==> config.mk <==
export PLATFORM = sky130hd
export DESIGN_NAME = sw_clk_select
export DESIGN_NICKNAME = d
export VERILOG_FILES = /design/src/rtl/sw_clk_select.sv
export SDC_FILE = /design/constraint.sdc
export NUM_CORES = 1
export LEC_CHECK = 0
export CORE_UTILIZATION = 50
export DETAILED_ROUTE_END_ITERATION = 8
export PLACE_DENSITY = 0.77
export SLEW_MARGIN = 0
export SYNTH_ARGS = -nofsm -noshare
export SYNTH_HDL_FRONTEND = slang
export SYNTH_SLANG_ARGS = --single-unit
==> constraint.sdc <==
create_clock -name clk -period 2.6 [get_ports clk]
set_input_delay 0.78 -clock clk [delete_from_list [all_inputs] [get_ports clk]]
set_output_delay 0.78 -clock clk [all_outputs]
set_load 0.02 [all_outputs]
==> src/rtl/sw_clk_select.sv <==
module sw_clk_select #(
  parameter int SYS_HZ     = 125_000_000,
  parameter int EXT_MIN_HZ = 200_000,
  parameter int EXT_MAX_HZ = 2_000_000,
  parameter int LOW_HZ     = 200_000,
  parameter int MID_HZ     = 400_000,
  parameter int HIGH_HZ    = 1_000_000,
  parameter int LOCK_N     = 4,
  parameter int LOSS_NS    = 7_500
) (
  input  logic       clk,
  input  logic       rst_n,
  input  logic [1:0] mode_i,
  input  logic       en_i,
  input  logic       sync_i,
  input  logic [1:0] strap_i,
  output logic       pwm_tick_o,
  output logic       sync_o,
  output logic       sync_oe_o,
  output logic [2:0] freq_code_o,
  output logic       locked_o,
  output logic       shutdown_o
);

  localparam int MAX_P    = SYS_HZ / EXT_MIN_HZ;
  localparam int MIN_P    = SYS_HZ / EXT_MAX_HZ;
  localparam int LOSS_CYC = (SYS_HZ / 1000) * LOSS_NS / 1_000_000;
  localparam int DIV_LOW  = SYS_HZ / LOW_HZ;
  localparam int DIV_MID  = SYS_HZ / MID_HZ;
  localparam int DIV_HIGH = SYS_HZ / HIGH_HZ;
  localparam int CNT_TOP  = (LOSS_CYC > MAX_P) ? LOSS_CYC : MAX_P;
  localparam int CW       = $clog2(CNT_TOP + 2);
  localparam int DW       = $clog2(DIV_LOW + 1);
  localparam int GW       = $clog2(LOCK_N + 1);

  localparam logic [CW-1:0] P_MIN  = CW'(MIN_P);
  localparam logic [CW-1:0] P_MAX  = CW'(MAX_P);
  localparam logic [CW-1:0] P_LOSS = CW'(LOSS_CYC);
  localparam logic [CW-1:0] P_ONE  = CW'(1);
  localparam logic [DW-1:0] HALF_MID = DW'(DIV_MID / 2);
  localparam logic [GW-1:0] G_LAST = GW'(LOCK_N - 1);

  localparam logic [2:0] FC_NONE = 3'd0;
  localparam logic [2:0] FC_LOW  = 3'd1;
  localparam logic [2:0] FC_MID  = 3'd2;
  localparam logic [2:0] FC_HIGH = 3'd3;
  localparam logic [2:0] FC_EXT  = 3'd4;

  typedef enum logic [2:0] {S_IDLE, S_RUN, S_DET, S_LOCK, S_SHUT} st_t;

  st_t           st;
  logic          sync_q, tick_q, seen, strap_ok;
  logic [CW-1:0] cnt;
  logic [DW-1:0] div_cnt, reload;
  logic [GW-1:0] good;
  logic [2:0]    run_code, strap_q, strap_now;

  wire rise     = sync_i & ~sync_q;
  wire out_m    = (mode_i == 2'b00);
  wire auto_m   = mode_i[1];
  wire in_range = (cnt >= P_MIN) && (cnt <= P_MAX);
  wire expired  = (cnt >= P_LOSS);

  always_comb begin
    case (strap_i)
      2'b00:   strap_now = FC_LOW;
      2'b01:   strap_now = FC_HIGH;
      default: strap_now = FC_MID;
    endcase
  end

  function automatic logic [DW-1:0] len_of(input logic [2:0] c);
    case (c)
      FC_LOW:  len_of = DW'(DIV_LOW - 1);
      FC_HIGH: len_of = DW'(DIV_HIGH - 1);
      default: len_of = DW'(DIV_MID - 1);
    endcase
  endfunction

  assign reload = len_of(run_code);

  always_ff @(posedge clk or negedge rst_n) begin
    if (!rst_n) begin
      st       <= S_IDLE;
      sync_q   <= 1'b0;
      tick_q   <= 1'b0;
      seen     <= 1'b0;
      strap_ok <= 1'b0;
      strap_q  <= FC_MID;
      cnt      <= '0;
      div_cnt  <= '0;
      good     <= '0;
      run_code <= FC_NONE;
    end else begin
      sync_q <= sync_i;
      tick_q <= 1'b0;
      if (st != S_IDLE && !en_i) begin
        st <= S_IDLE;
      end else begin
        case (st)
          S_IDLE: if (en_i) begin
            if (!strap_ok) begin
              strap_ok <= 1'b1;
              strap_q  <= strap_now;
            end
            if (out_m) begin
              st       <= S_RUN;
              run_code <= FC_MID;
              div_cnt  <= len_of(FC_MID);
            end else begin
              st   <= S_DET;
              cnt  <= P_ONE;
              seen <= 1'b0;
              good <= '0;
            end
          end
          S_RUN: begin
            tick_q  <= (div_cnt == '0);
            div_cnt <= (div_cnt == '0) ? reload : div_cnt - 1'b1;
          end
          S_DET: begin
            if (rise) begin
              cnt  <= P_ONE;
              seen <= 1'b1;
              if (seen) begin
                if (in_range) begin
                  if (good == G_LAST) st <= S_LOCK;
                  else good <= good + 1'b1;
                end else if (auto_m) begin
                  st       <= S_RUN;
                  run_code <= strap_q;
                  div_cnt  <= len_of(strap_q);
                end else begin
                  good <= '0;
                end
              end
            end else if (expired) begin
              if (auto_m) begin
                st       <= S_RUN;
                run_code <= strap_q;
                div_cnt  <= len_of(strap_q);
              end
            end else begin
              cnt <= cnt + 1'b1;
            end
          end
          S_LOCK: begin
            if (rise) begin
              cnt    <= P_ONE;
              tick_q <= 1'b1;
            end else if (expired) begin
              st <= S_SHUT;
            end else begin
              cnt <= cnt + 1'b1;
            end
          end
          default: ;
        endcase
      end
    end
  end

  assign pwm_tick_o  = tick_q;
  assign sync_oe_o   = out_m;
  assign sync_o      = out_m && (st == S_RUN) && (div_cnt >= HALF_MID);
  assign locked_o    = (st == S_LOCK);
  assign shutdown_o  = (st == S_SHUT);
  assign freq_code_o = (st == S_LOCK) ? FC_EXT : (st == S_RUN) ? run_code : FC_NONE;

endmodule

Word-level counts from Yosys, hierarchy flattened
Index checks and enable logic that the tools add are counted.
{"block": "classes", "n_reduce_logical": 23, "n_eq_ne": 27, "n_lt_le_gt_ge": 4, "n_addsub": 3, "bitwise_logic": 4, "muxes": 54}
{"op": "$mux 10", "n": 12}
{"op": "$mux 3", "n": 26}
{"op": "$pmux 10 s2", "n": 3}
{"op": "$pmux 10 s3", "n": 1}
{"op": "$ne 3x3->1 const B", "n": 7}
{"op": "$reduce_and 7->1", "n": 3}
{"op": "$eq 3x2->1 const B", "n": 5}
{"op": "$pmux 3 s2", "n": 2}
{"op": "$add 10x1->10 const B", "n": 1}
{"op": "$ge 10x10->1 const B", "n": 1}
{"op": "$ge 10x6->1 const B", "n": 1}
{"op": "$ge 10x8->1 const B", "n": 1}
{"op": "$le 10x10->1 const B", "n": 1}
{"op": "$logic_not 10->1", "n": 1}
{"op": "$ne 2x2->1 const B", "n": 5}
{"op": "$reduce_and 5->1", "n": 2}
{"op": "$sub 10x1->10 const B", "n": 1}
{"op": "$eq 3x1->1 const B", "n": 3}
{"op": "$pmux 3 s3", "n": 1}
{"op": "$ne 4x4->1 const B", "n": 2}
{"op": "$reduce_and 8->1", "n": 1}
{"op": "$reduce_bool 3->1", "n": 2}
{"op": "$mux 1", "n": 5}
{"op": "$ne 5x5->1 const B", "n": 1}
{"op": "19 further kinds", "n": 27}
{"block": "totals", "ff_bits": 36, "inputBits": 8}

Depth between registers and ports, before layout
Gate-level depths: netlist of run 1.
{"block": "depth", "depth_word": 7, "depth_mapped": 9}

Least setup slack after synthesis of run 1
Ideal clock, no wire load.
{"block": "synth_timing", "path_type": "input port to output port", "start": "input port mode_i[1]", "end": "output port sync_o", "t_required_ps": 1820, "path_stages": 2, "arrival_ps": 1668, "setup_slack_ps": 152, "path_cell_list": "clkbuf_1 -> nor4_1"}
{"block": "synth_between", "elab_chain_cells": 3}
{"element": "start, declared", "line_no": "13", "rtl": "input logic [1:0] mode_i,"}
{"element": "$logic_not 2->1", "line_no": "59", "rtl": "wire out_m = (mode_i == 2'b00);"}
{"element": "$logic_and 1x1->1 (2 in a row)", "line_no": "165", "rtl": "assign sync_o = out_m && (st == S_RUN) && (div_cnt >= HALF_MID);"}
{"element": "end, declared", "line_no": "18", "rtl": "output logic sync_o,"}
Every way passes these cells.

Worst setup path in the final report of run 1
{"block": "layout_timing", "start": "input port en_i", "end": "register good[0]"}
{"block": "layout_between", "elab_chain_cells": 4}
{"element": "start, declared", "line_no": "14", "rtl": "input logic en_i,"}
{"element": "$logic_not 1->1", "line_no": "97", "rtl": "if (st != S_IDLE && !en_i) begin"}
{"element": "$logic_and 1x1->1", "line_no": "97"}
{"element": "$not 1->1 (no source line)"}
{"element": "$reduce_and 8->1 (no source line) (*)"}
{"element": "end signal, assigned", "line_no": "128", "rtl": "else good <= good + 1'b1;"}
{"element": "end, declared", "line_no": "55", "rtl": "logic [GW-1:0] good;"}
Mark *: on every way between the ends. The rest lies on a longest branch, timed or not.
A chain may end at the register's enable or synchronous reset.

==> flow_summary.html, run 1 <==
<table>
<tr><th>Metric</th><th>Value</th></tr>
<tr><th colspan="2">Outcome</th></tr>
<tr><td>Result of the run</td><td>completed</td></tr>
<tr><th colspan="2">Die</th></tr>
<tr><td>Number of I/O pins</td><td>16</td></tr>
<tr><td>Core area</td><td>approximately 4400 um^2</td></tr>
<tr><td>Die span in y</td><td>69.4 um</td></tr>
<tr><td>Initial standard-cell utilization of the core</td><td>~52%</td></tr>
<tr><td>Die outline width</td><td>69.4 um</td></tr>
<tr><td>Number of placement rows</td><td>24</td></tr>
<tr><td>Die area</td><td>4820 um^2</td></tr>
<tr><th colspan="2">STA</th></tr>
<tr><td>Final worst clock skew</td><td>12.4 ps</td></tr>
<tr><td>Worst Setup Slack, final</td><td>42.4 ps</td></tr>
<tr><td>Max-slew headroom at the worst pin</td><td>60.4%</td></tr>
<tr><td>Final Slew Violations</td><td>0</td></tr>
<tr><td>Minimum period implied by the final worst setup slack</td><td>2560 ps</td></tr>
<tr><td>Final cycle utilization of the critical path</td><td>98.4%</td></tr>
<tr><td>Final setup violating endpoints</td><td>0</td></tr>
<tr><td>Slew at the pin closest to its max-slew limit</td><td>587 ps</td></tr>
<tr><td>Final hold violation count</td><td>0</td></tr>
<tr><td>Achievable clock frequency</td><td>roughly 390 MHz</td></tr>
<tr><th colspan="2">Critical path</th></tr>
<tr><td>Critical setup path kind</td><td>input pin to flip-flop</td></tr>
<tr><td>Crit-path most repeated cell</td><td>a21oi_2</td></tr>
<tr><td>Cell with the largest stage delay on the worst path</td><td>clkdlybuf4s50_1</td></tr>
<tr><td>Number of cells traversed by the worst register-to-register path</td><td>8</td></tr>
<tr><td>Startpoint Class</td><td>input pin</td></tr>
<tr><td>Worst Path Required</td><td>around 2800 ps</td></tr>
<tr><td>Worst-path fanout max</td><td>4</td></tr>
<tr><td>Cells along the critical path</td><td>clkdlybuf4s50_1, or3b_2, a21oi_2, nand3b_1, mux2i_1, a21oi_2, mux2_2</td></tr>
<tr><td>Slowest stage delay, CP</td><td>~530 ps</td></tr>
<tr><td>Type of destination of the critical path</td><td>flip-flop</td></tr>
<tr><td>Arrival @ worst endpoint</td><td>2740 ps</td></tr>
<tr><th colspan="2">Cells and area</th></tr>
<tr><td>Number of antenna repair diodes</td><td>0</td></tr>
<tr><td>Post-layout nets</td><td>332</td></tr>
<tr><td>End-of-flow core utilization</td><td>65.0%</td></tr>
<tr><td>Post-layout instance area</td><td>2830 um^2</td></tr>
<tr><td>Most frequent standard cell in the layout excluding fill and tap cells</td><td>nor2_1</td></tr>
<tr><td>Share of final-layout standard cells stronger than drive strength 1</td><td>20.4%</td></tr>
<tr><td>Area added between synthesis and finish</td><td>24.6%</td></tr>
<tr><td>Most frequent cells in the layout</td><td>nor2_1 (37), buf_4 (35), dfrtp_1 (33)</td></tr>
<tr><th colspan="2">Place</th></tr>
<tr><td>Port bufs</td><td>15</td></tr>
<tr><td>Gpl congestion</td><td>a little under 0.9</td></tr>
<tr><td>Total half-perimeter wirelength after legalization and detailed placement</td><td>4.21 mm</td></tr>
<tr><td>Area of placed instances</td><td>2700 um^2</td></tr>
<tr><td>Setup slack at placement</td><td>-345 ps</td></tr>
<tr><th colspan="2">Routing</th></tr>
<tr><td>Routed via count</td><td>2220</td></tr>
<tr><td>First-pass iteration count of the detailed router</td><td>5</td></tr>
<tr><td>Ratio of routed vias to standard cells</td><td>6.00</td></tr>
<tr><td>Drt wl/cell</td><td>15.5 um</td></tr>
<tr><td>Detailed Route WL</td><td>5.74 mm</td></tr>
<tr><td>Initial detailed-routing violation count</td><td>212</td></tr>
<tr><td>Post-route DRC</td><td>0</td></tr>
<tr><td>Post-DRT Antenna Nets</td><td>0</td></tr>
<tr><th colspan="2">Yosys</th></tr>
<tr><td>Count of flip-flops with a built-in enable after synthesis</td><td>0</td></tr>
<tr><td>Post-synth top area cell</td><td>dfrtp_1</td></tr>
<tr><td>Main combinational cell family by area after synthesis</td><td>compound AO/OA/AOI/OAI gates</td></tr>
<tr><td>Top post-synthesis cells by area</td><td>dfrtp_1 (36%), nor2_1 (6.1%), o21ai_0 (5.3%)</td></tr>
<tr><td>Number of synthesized register bits</td><td>34</td></tr>
<tr><td>Mux contribution to synthesized area</td><td>2.31%</td></tr>
<tr><td>Xor-xnor portion of the synthesized cell area</td><td>1.54%</td></tr>
<tr><td>Area share of the largest cell type after synthesis</td><td>36.3%</td></tr>
<tr><td>Share of synthesized cell area in and, or, nand and nor gates</td><td>25.2%</td></tr>
<tr><td>Post-synth top flop</td><td>dfrtp_1</td></tr>
<tr><td>Number of instances in the synthesized netlist</td><td>271</td></tr>
<tr><td>Share of synthesized area occupied by flip-flops and latches</td><td>37.5%</td></tr>
<tr><td>Yosys warnings</td><td>0</td></tr>
<tr><td>Syn Std Cell Area</td><td>approximately 2300 um^2</td></tr>
<tr><td>Async set-or-reset flop fraction in the synthesized netlist</td><td>100%</td></tr>
<tr><td>Area share of fa/ha/maj cells after synthesis</td><td>3.85%</td></tr>
<tr><td>Number of unique standard cell types used by synthesis</td><td>53</td></tr>
<tr><td>Synthesized netlist net count</td><td>286</td></tr>
<tr><td>Compound-cell area share of the yosys netlist</td><td>between 20 and 30%</td></tr>
<tr><td>Average size of a mapped cell</td><td>about 8.4 um^2</td></tr>
<tr><th colspan="2">Clock tree</th></tr>
<tr><td>Number of buffers inserted during clock tree synthesis</td><td>5</td></tr>
<tr><td>Level count of the clock H-tree</td><td>2</td></tr>
<tr><td>Longest Clk Path Bufs</td><td>2</td></tr>
<tr><td>TritonCTS clock tree</td><td>built</td></tr>
<tr><td>Clock Tree Root</td><td>clkbuf_8</td></tr>
<tr><td>Clock network latency to the later pin of the worst-skew pair</td><td>290 ps</td></tr>
<tr><td>Clock slew seen by the registers of the worst setup and hold paths</td><td>70 ps</td></tr>
<tr><td>Sinks on Clock Net</td><td>34</td></tr>
<tr><td>CTS Hold Bufs</td><td>0</td></tr>
<tr><th colspan="2">Global routing</th></tr>
<tr><td>Largest net degree at the start of global routing</td><td>35</td></tr>
<tr><td>Overall fraction of global-route tracks in use</td><td>26.4%</td></tr>
<tr><td>Global-route wire length before repair</td><td>10.1 mm</td></tr>
<tr><td>Via count of the first global-routing pass</td><td>approximately 2200</td></tr>
<tr><td>Initial antenna violation count</td><td>0</td></tr>
<tr><td>Total overflow reported by the global router</td><td>0</td></tr>
<tr><th colspan="2">Power</th></tr>
<tr><td>Worst IR Drop VDD</td><td>0.455 mV</td></tr>
<tr><td>Power Density</td><td>905 nW/um^2</td></tr>
<tr><td>Leakage Power</td><td>1.23 nW</td></tr>
<tr><th colspan="2">Run</th></tr>
<tr><td>Number of max-cap violations</td><td>0</td></tr>
<tr><th colspan="2">Hold path</th></tr>
<tr><td>Worst Hold Class</td><td>flip-flop to flip-flop</td></tr>
<tr><td>Hold Path Stages</td><td>1</td></tr>
</table>
==> cell type report <==
type | instances | area [um^2]
well taps | 52 | 65.1
clock inverters | 1 | 30.0
inverters | 10 | 37.5
flip-flops and latches | 34 | 852
fillers | 352 | 1520
clock buffers | 7 | 86.3
repair buffers | 50 | 399
multi-input cells | 216 | 1360
==> registers in the layout, indices dropped and copies added, names as in the netlist <==
signal      flops
cnt            10
div_cnt        10
good            3
pwm_tick_o      1
run_code        2
seen            1
st              3
strap_ok        1
strap_q         2
sync_q          1
==> cells by family after synthesis <==
family	after synthesis
buffers and inverters	21
and+or+nand+nor	115
DFF	34
AOI/OAI and AO/OA	85
xor gates and xnor gates	4
adders and majority gates	7
muxes	5
==> path summary, 6_finish.rpt <==
path	startpoint	endpoint	slack (ps)
worst max-delay path	en_i	good[0]	40
worst min-delay path	strap_ok	strap_ok	480
worst max register to register	cnt[0]	good[0]	130
worst min register to register	strap_ok	strap_ok	480
max in group asynchronous	rst_n	strap_q[1]	1360
min in group asynchronous	rst_n	div_cnt[4]	880
==> per-stage QoR <==
step / std cells / hold slack [ps] / power [W] / TNS (ps)
finish: 370 / 476 / 0.00256 / 0
global route: 370 / 533 / 0.00276 / -33.8
CTS: 370 / 483 / 0.00255 / 0
detailed placement: 362 / 469 / 0.00203 / -4070
global placement: 362 / 462 / 0.00200 / -2860
floorplan: 271 / 445 / 0.00159 / 0
==> cell usage after synthesis, types with 5 or more instances <==
master / n
nor2_1: 37
dfrtp_1: 33
o21ai_0: 24
nand2_1: 21
a21oi_1: 18
nor3_1: 12
inv_1: 10
clkbuf_1: 8
ha_1: 7
nand2b_1: 7
nand3_1: 7
nor2b_1: 7
o31ai_1: 6
a211oi_1: 5
nand4_1: 5
==> power by group <==
| part | switching (W) | internal, W |
|---|---|---|
| registers | 0.000153 | 0.000673 |
| logic | 0.000712 | 0.000518 |
| clock network | 0.000193 | 0.000312 |
==> critical path: cells and delay by family <==
| family | cells | cell delay [ps] |
|---|---|---|
| mux | 2 | 510 |
| buf+inv | 1 | 530 |
| simple gates | 2 | 600 |
| compound gates | 2 | 320 |
==> metal layers <==
| layer | wire length (um) | global-route usage, % | share of wire, % | vias to the layer above |
|---|---|---|---|---|
| li1 | - | - | - | 1081 |
| met1 | 2520 | 32.7 | 44 | 1068 |
| met2 | 2860 | 44.6 | 50 | 62 |
| met3 | 282 | 5.38 | 4.9 | 9 |
| met4 | 89 | 11.1 | 1.5 | 0 |
| met5 | 0 | 0 | 0 | - |
==> timing repair <==
action / 4_1_cts / 5_1_grt
endpoints found under the setup margin: 7 / 12
setup buffers: 0 / 0
pin swaps: 0 / 0
gates resized for setup: 13 / 9
No activity file was read; power rests on OpenSTA's default activity.
==> inputs of run 2 (changes only) <==
- CAP_MARGIN: not set -> 25
- GPL_ROUTABILITY_DRIVEN: not set -> 0
==> run 2 against run 1 <==
  * Combinational power barely moved
  * Sequential power barely moved
  * Setup slack improved by 53 ps
  * Critical path type is now flip-flop to output pin
  * Highest routed layer unchanged
==> flow_summary.html, run 2 (synthesis results as in run 1) <==
<table>
<tr><th>Metric</th><th>Value</th></tr>
<tr><th colspan="2">Outcome</th></tr>
<tr><td>Result of the run</td><td>completed</td></tr>
<tr><th colspan="2">STA</th></tr>
<tr><td>RSZ-0062 raised after global routing</td><td>false</td></tr>
<tr><td>Final Slew Violations</td><td>0</td></tr>
<tr><td>Final worst clock skew</td><td>between 9 and 10 ps</td></tr>
<tr><td>Slew at the pin closest to its max-slew limit</td><td>517 ps</td></tr>
<tr><td>Worst Setup Slack, final</td><td>95.7 ps</td></tr>
<tr><td>Max-slew headroom at the worst pin</td><td>65.4%</td></tr>
<tr><td>Minimum period implied by the final worst setup slack</td><td>2500 ps</td></tr>
<tr><td>Final setup violating endpoints</td><td>0</td></tr>
<tr><td>Final cycle utilization of the critical path</td><td>96.3%</td></tr>
<tr><td>Final hold violation count</td><td>0</td></tr>
<tr><td>Achievable clock frequency</td><td>399 MHz</td></tr>
<tr><th colspan="2">Hold path</th></tr>
<tr><td>Launch instance of the worst min-delay path</td><td>strap_ok</td></tr>
<tr><td>Worst Hold Class</td><td>flip-flop to flip-flop</td></tr>
<tr><th colspan="2">Clock tree</th></tr>
<tr><td>Number of buffers inserted during clock tree synthesis</td><td>5</td></tr>
<tr><td>Sinks on Clock Net</td><td>34</td></tr>
<tr><td>Longest Clk Path Bufs</td><td>2</td></tr>
<tr><td>Clock network latency to the later pin of the worst-skew pair</td><td>roughly 290 ps</td></tr>
<tr><td>Clock Tree Root</td><td>clkbuf_8</td></tr>
<tr><td>Clock slew seen by the registers of the worst setup and hold paths</td><td>about 70 ps</td></tr>
<tr><td>Post-CTS Setup Inserts</td><td>0</td></tr>
<tr><td>TritonCTS clock tree</td><td>built</td></tr>
<tr><td>CTS Hold Bufs</td><td>0</td></tr>
<tr><td>Level count of the clock H-tree</td><td>2</td></tr>
<tr><th colspan="2">Cells and area</th></tr>
<tr><td>Post-layout nets</td><td>around 330</td></tr>
<tr><td>Footprint of the multi-input gates</td><td>1360 um^2</td></tr>
<tr><td>Most frequent cells in the layout</td><td>nor2_1 (37), buf_4 (36), dfrtp_1 (33)</td></tr>
<tr><td>Share of final-layout standard cells stronger than drive strength 1</td><td>20.7%</td></tr>
<tr><td>Fillers</td><td>370</td></tr>
<tr><td>Number of cells in the finished layout apart from fillers</td><td>371</td></tr>
<tr><td>Combined flip-flop and latch cell area</td><td>approximately 850 um^2</td></tr>
<tr><td>Most frequent standard cell in the layout excluding fill and tap cells</td><td>nor2_1</td></tr>
<tr><td>Area added between synthesis and finish</td><td>24.0%</td></tr>
<tr><td>Post-layout instance area</td><td>approximately 2800 um^2</td></tr>
<tr><td>Registers with the highest flip-flop counts</td><td>cnt x10, div_cnt x10</td></tr>
<tr><td>Number of antenna repair diodes</td><td>0</td></tr>
<tr><td>End-of-flow core utilization</td><td>64.7%</td></tr>
<tr><th colspan="2">Routing</th></tr>
<tr><td>Routed via count</td><td>2218</td></tr>
<tr><td>Drt wl/cell</td><td>15.6 um</td></tr>
<tr><td>First-pass iteration count of the detailed router</td><td>4</td></tr>
<tr><td>Detailed Route WL</td><td>5.80 mm</td></tr>
<tr><td>Ratio of routed vias to standard cells</td><td>5.98</td></tr>
<tr><td>Initial detailed-routing violation count</td><td>~160</td></tr>
<tr><td>Post-DRT Antenna Nets</td><td>0</td></tr>
<tr><td>Post-route DRC</td><td>0</td></tr>
<tr><th colspan="2">Die</th></tr>
<tr><td>Die outline width</td><td>slightly below 70 um</td></tr>
<tr><td>Core area</td><td>approximately 4400 um^2</td></tr>
<tr><td>Number of I/O pins</td><td>16</td></tr>
<tr><td>Number of placement rows</td><td>24</td></tr>
<tr><td>Die span in y</td><td>69.4 um</td></tr>
<tr><td>Initial standard-cell utilization of the core</td><td>52.2%</td></tr>
<tr><td>Die area</td><td>around 4800 um^2</td></tr>
<tr><th colspan="2">Power</th></tr>
<tr><td>Power Density</td><td>883 nW/um^2</td></tr>
<tr><td>Worst IR Drop VDD</td><td>0.360 mV</td></tr>
<tr><td>Leakage Power</td><td>approximately 1.2 nW</td></tr>
<tr><th colspan="2">Global routing</th></tr>
<tr><td>Via count of the first global-routing pass</td><td>about 2300</td></tr>
<tr><td>Global-route wire length before repair</td><td>10.1 mm</td></tr>
<tr><td>Total overflow reported by the global router</td><td>0</td></tr>
<tr><td>Largest net degree at the start of global routing</td><td>35</td></tr>
<tr><td>Overall fraction of global-route tracks in use</td><td>26.1%</td></tr>
<tr><td>Initial antenna violation count</td><td>0</td></tr>
<tr><th colspan="2">Place</th></tr>
<tr><td>Area of placed instances</td><td>2710 um^2</td></tr>
<tr><td>Port bufs</td><td>15</td></tr>
<tr><td>Cell count after placement</td><td>363</td></tr>
<tr><td>Total half-perimeter wirelength after legalization and detailed placement</td><td>around 4.3 mm</td></tr>
<tr><td>Setup slack at placement</td><td>-400 ps</td></tr>
<tr><th colspan="2">Run</th></tr>
<tr><td>Number of max-cap violations</td><td>0</td></tr>
<tr><th colspan="2">Critical path</th></tr>
<tr><td>Type of destination of the critical path</td><td>output pin</td></tr>
<tr><td>Startpoint of the worst-slack reg-to-reg timing path</td><td>cnt[0]</td></tr>
<tr><td>Arrival @ worst endpoint</td><td>approximately 1700 ps</td></tr>
<tr><td>Worst-path fanout max</td><td>9</td></tr>
<tr><td>Startpoint Class</td><td>flip-flop</td></tr>
<tr><td>Worst Path Required</td><td>1820 ps</td></tr>
<tr><td>Launching instance or port of the critical path</td><td>st[1]</td></tr>
<tr><td>Critical setup path kind</td><td>flip-flop to output pin</td></tr>
</table>
[run 2: cell type report]
cell class / instances / share of cell area, %
clock inverters: 1 / 0.178
clock buffers: 7 / 3.06
inverters: 10 / 1.33
flip-flops and latches: 34 / 30.2
well taps: 52 / 2.31
repair buffers: 51 / 14.6
multi-input cells: 216 / 48.3
[run 2: timing repair]
item | CTS | global route
resized for setup | 15 | 10
pin swaps | 0 | 1
setup endpoints to repair | 8 | 15
[run 2: where the power goes]
group	switching (W)	internal [W]	leakage, nW
clock network	0.000200	0.000214	0.0482
registers	0.000157	0.000673	0.427
logic	0.000717	0.000528	0.772
[run 2: path summary, 6_finish.rpt]
check                                 end  slack [ps]  cells after the start
setup / recovery           freq_code_o[0]         100                      4
hold / removal                   strap_ok         490                      1
setup reg to reg               div_cnt[0]         150                      9
hold reg to reg                  strap_ok         490                      1
max in group asynchronous      strap_q[1]        1360                      2
min in group asynchronous      div_cnt[6]         880                      2
[run 2: stage by stage]
step	TNS, ps	hold WS (ps)	total power (W)
4_1_cts	0	495	0.00247
2_1_floorplan	0	445	0.00159
3_3_place_gp	-2780	460	0.00200
5_1_grt	0	504	0.00266
6_report	0	495	0.00249
3_5_place_dp	-4280	480	0.00205
[run 2: metal layers]
layer  vias to the layer above  part of all wire (%)  global-route usage [%]
met5                         -                     0                       0
met4                         0                   2.0                    10.9
met3                        13                   4.0                    4.22
met2                        60                    49                    45.5
met1                      1062                    44                    31.9
li1                       1083                     -                       -
[run 2: worst max-delay path, cell delays in order (launching register included)]
cell and delay, ps:
dfrtp_1 400, or3b_1 430, buf_4 190, nor2_1 70, dlygate4sd2_1 330
==> inputs of run 3 (changes only) <==
--- a/constraint.sdc
+++ b/constraint.sdc
@@ -3,2 +3,2 @@
 set_output_delay 0.78 -clock clk [all_outputs]
-set_load 0.02 [all_outputs]
+set_load 0.05 [all_outputs]
==> run 3 against run 2 <==
  * Combinational power hardly changed
  * Largest cell class unchanged
  * Die area stayed put
  * Critical endpoint is now sync_o
  * Clock power hardly changed
  * Hold slack worse by 1.1 ps
  * Sequential cell count stayed put
  * Design area hardly changed
  * Critical path type is now input pin to output pin
  * Cell count is 2.2% lower
  * Clock-buffer cell count stayed put
  * Utilization hardly changed
  * Sequential share of layout area hardly changed
  * First-iteration DRC count is 48% higher
  * Routed wire length is 5.7% lower
==> flow_summary.html, run 3 (synthesis results as in run 1) <==
<table>
<tr><th>Metric</th><th>Value</th></tr>
<tr><th colspan="2">Critical path</th></tr>
<tr><td>CP Buf/Inv Count</td><td>3</td></tr>
<tr><td>Critical Path Stages</td><td>4</td></tr>
<tr><td>Startpoint Class</td><td>input pin</td></tr>
<tr><td>Slowest stage delay, CP</td><td>between 300 and 400 ps</td></tr>
<tr><td>Family with the most delay on the worst path</td><td>buffers and inverters</td></tr>
<tr><td>Arrival @ worst endpoint</td><td>~1700 ps</td></tr>
<tr><td>Critical setup path kind</td><td>input pin to output pin</td></tr>
<tr><td>Worst-path fanout max</td><td>4</td></tr>
<tr><td>Cell with the largest stage delay on the worst path</td><td>nor4_4</td></tr>
<tr><td>Number of cells traversed by the worst register-to-register path</td><td>8</td></tr>
<tr><td>Cells along the critical path</td><td>dlygate4sd2_1, buf_4, nor4_4, buf_12</td></tr>
<tr><td>Worst Path Required</td><td>1820 ps</td></tr>
<tr><td>Type of destination of the critical path</td><td>output pin</td></tr>
<tr><th colspan="2">Place</th></tr>
<tr><td>Port bufs</td><td>15</td></tr>
<tr><td>Total half-perimeter wirelength after legalization and detailed placement</td><td>4.03 mm</td></tr>
<tr><th colspan="2">Cells and area</th></tr>
<tr><td>Share of final-layout standard cells stronger than drive strength 1</td><td>19.3%</td></tr>
<tr><td>Number of antenna repair diodes</td><td>0</td></tr>
<tr><td>Area added between synthesis and finish</td><td>24.1%</td></tr>
<tr><td>Registers with the highest flip-flop counts</td><td>cnt x10, div_cnt x10</td></tr>
<tr><td>Most frequent standard cell in the layout excluding fill and tap cells</td><td>nor2_1</td></tr>
<tr><td>Post-layout nets</td><td>325</td></tr>
<tr><td>Most frequent cells in the layout</td><td>nor2_1 (37), dfrtp_1 (33), buf_4 (28)</td></tr>
<tr><th colspan="2">Clock tree</th></tr>
<tr><td>TritonCTS clock tree</td><td>built</td></tr>
<tr><td>Clock Tree Root</td><td>clkbuf_8</td></tr>
<tr><td>CTS Hold Bufs</td><td>0</td></tr>
<tr><td>Clock slew seen by the registers of the worst setup and hold paths</td><td>roughly 70 ps</td></tr>
<tr><td>Level count of the clock H-tree</td><td>2</td></tr>
<tr><td>Number of buffers inserted during clock tree synthesis</td><td>5</td></tr>
<tr><td>Longest Clk Path Bufs</td><td>2</td></tr>
<tr><td>Sinks on Clock Net</td><td>34</td></tr>
<tr><td>Post-CTS Setup Inserts</td><td>0</td></tr>
<tr><td>Clock network latency to the later pin of the worst-skew pair</td><td>between 200 and 300 ps</td></tr>
<tr><th colspan="2">Routing</th></tr>
<tr><td>Detailed Route WL</td><td>5.47 mm</td></tr>
<tr><td>Initial detailed-routing violation count</td><td>239</td></tr>
<tr><td>Post-route DRC</td><td>0</td></tr>
<tr><td>Ratio of routed vias to standard cells</td><td>6.00</td></tr>
<tr><td>Post-DRT Antenna Nets</td><td>0</td></tr>
<tr><td>Routed via count</td><td>2179</td></tr>
<tr><td>Drt wl/cell</td><td>15.1 um</td></tr>
<tr><td>First-pass iteration count of the detailed router</td><td>4</td></tr>
<tr><th colspan="2">Outcome</th></tr>
<tr><td>Result of the run</td><td>completed</td></tr>
<tr><th colspan="2">STA</th></tr>
<tr><td>Max-slew headroom at the worst pin</td><td>56.2%</td></tr>
<tr><td>Final setup violating endpoints</td><td>0</td></tr>
<tr><td>RSZ-0062 raised after global routing</td><td>false</td></tr>
<tr><td>Final Slew Violations</td><td>0</td></tr>
<tr><td>Minimum period implied by the final worst setup slack</td><td>2510 ps</td></tr>
<tr><td>Summed negative setup slack over all endpoints</td><td>0 ps</td></tr>
<tr><td>Final hold violation count</td><td>0</td></tr>
<tr><td>Achievable clock frequency</td><td>around 400 MHz</td></tr>
<tr><td>Final cycle utilization of the critical path</td><td>96.4%</td></tr>
<tr><td>Final worst clock skew</td><td>around 11 ps</td></tr>
<tr><td>Slew at the pin closest to its max-slew limit</td><td>650 ps</td></tr>
<tr><th colspan="2">Hold path</th></tr>
<tr><td>Worst Hold Class</td><td>flip-flop to flip-flop</td></tr>
<tr><td>Hold Path Stages</td><td>1</td></tr>
<tr><th colspan="2">Die</th></tr>
<tr><td>Die span in y</td><td>69.4 um</td></tr>
<tr><td>Number of placement rows</td><td>24</td></tr>
<tr><td>Die outline width</td><td>69.4 um</td></tr>
<tr><td>Die area</td><td>slightly below 5000 um^2</td></tr>
<tr><td>Number of I/O pins</td><td>16</td></tr>
<tr><td>Core area</td><td>roughly 4400 um^2</td></tr>
<tr><td>Initial standard-cell utilization of the core</td><td>52.2%</td></tr>
<tr><th colspan="2">Run</th></tr>
<tr><td>Number of max-cap violations</td><td>0</td></tr>
<tr><th colspan="2">Global routing</th></tr>
<tr><td>Global-route wire length before repair</td><td>9.37 mm</td></tr>
<tr><td>Via count of the first global-routing pass</td><td>2045</td></tr>
<tr><td>Total overflow reported by the global router</td><td>0</td></tr>
<tr><td>Initial antenna violation count</td><td>0</td></tr>
<tr><td>Overall fraction of global-route tracks in use</td><td>24.4%</td></tr>
<tr><td>Largest net degree at the start of global routing</td><td>35</td></tr>
<tr><th colspan="2">Power</th></tr>
<tr><td>Power Density</td><td>891 nW/um^2</td></tr>
<tr><td>Tot Pwr</td><td>about 0.0025 W</td></tr>
<tr><td>Worst IR Drop VDD</td><td>0.479 mV</td></tr>
<tr><td>Leakage Power</td><td>1.20 nW</td></tr>
</table>
==> run 3: final cells by class <==
class	instances	area, um^2
Timing Repair Buffer	43	419
Clock inverter	1	5.00
Inverter	10	37.5
Sequential cell	34	852
Clock buffer	7	86.3
Multi-Input combinational cell	216	1350
Fill cell	366	1540
Tap cell	52	65.1
==> run 3: timing repair <==
action                     4_1_cts  5_1_grt
hold endpoints to repair         0        0
pin swaps                        1        0
resized for setup                2        4
setup endpoints to repair        2        8
==> run 3: worst register-to-register path, stage by stage, from the launching register on <==
cell	delay [ps]
dfrtp_1	440
inv_1	110
ha_1	170
or3b_1	350
a311o_1	390
buf_4	160
a31o_2	260
or3_1	350
a21oi_1	160
==> run 3: worst paths after layout <==
path / from / to / slack [ps]
worst max-delay path: mode_i[1] / sync_o / 90
worst min register to register: strap_ok / strap_ok / 490
min in group asynchronous: rst_n / div_cnt[5] / 890
worst max register to register: cnt[0] / cnt[4] / 120
worst min-delay path: strap_ok / strap_ok / 490
max in group asynchronous: rst_n / strap_q[1] / 1360
==> run 3: stage by stage <==
stage | setup slack (ps) | utilization, % | hold slack (ps) | area [um^2] | std cells
6_report | 92.5 | 64.7 | 494 | 2820 | 363
5_1_grt | 0.271 | 64.7 | 530 | 2820 | 363
4_1_cts | 49.7 | 64.6 | 492 | 2810 | 363
3_5_place_dp | -169 | 62.5 | 472 | 2720 | 355
3_3_place_gp | -129 | 62.5 | 459 | 2720 | 355
2_1_floorplan | 4.93 | - | 445 | 2290 | 271
==> run 3: metal layers <==
metal,vias up,global-route usage [%],wire length [um]
met3,8,4.51,231
met4,0,10.4,74
met1,1038,31.5,2560
met2,57,39.9,2600
met5,-,0,0
li1,1076,-,-
==> run 3: where the power goes <==
part           total [W]  internal [W]  switching [W]
registers       0.000833      0.000673       0.000160
clock network   0.000413      0.000214       0.000199
logic            0.00127      0.000527       0.000739
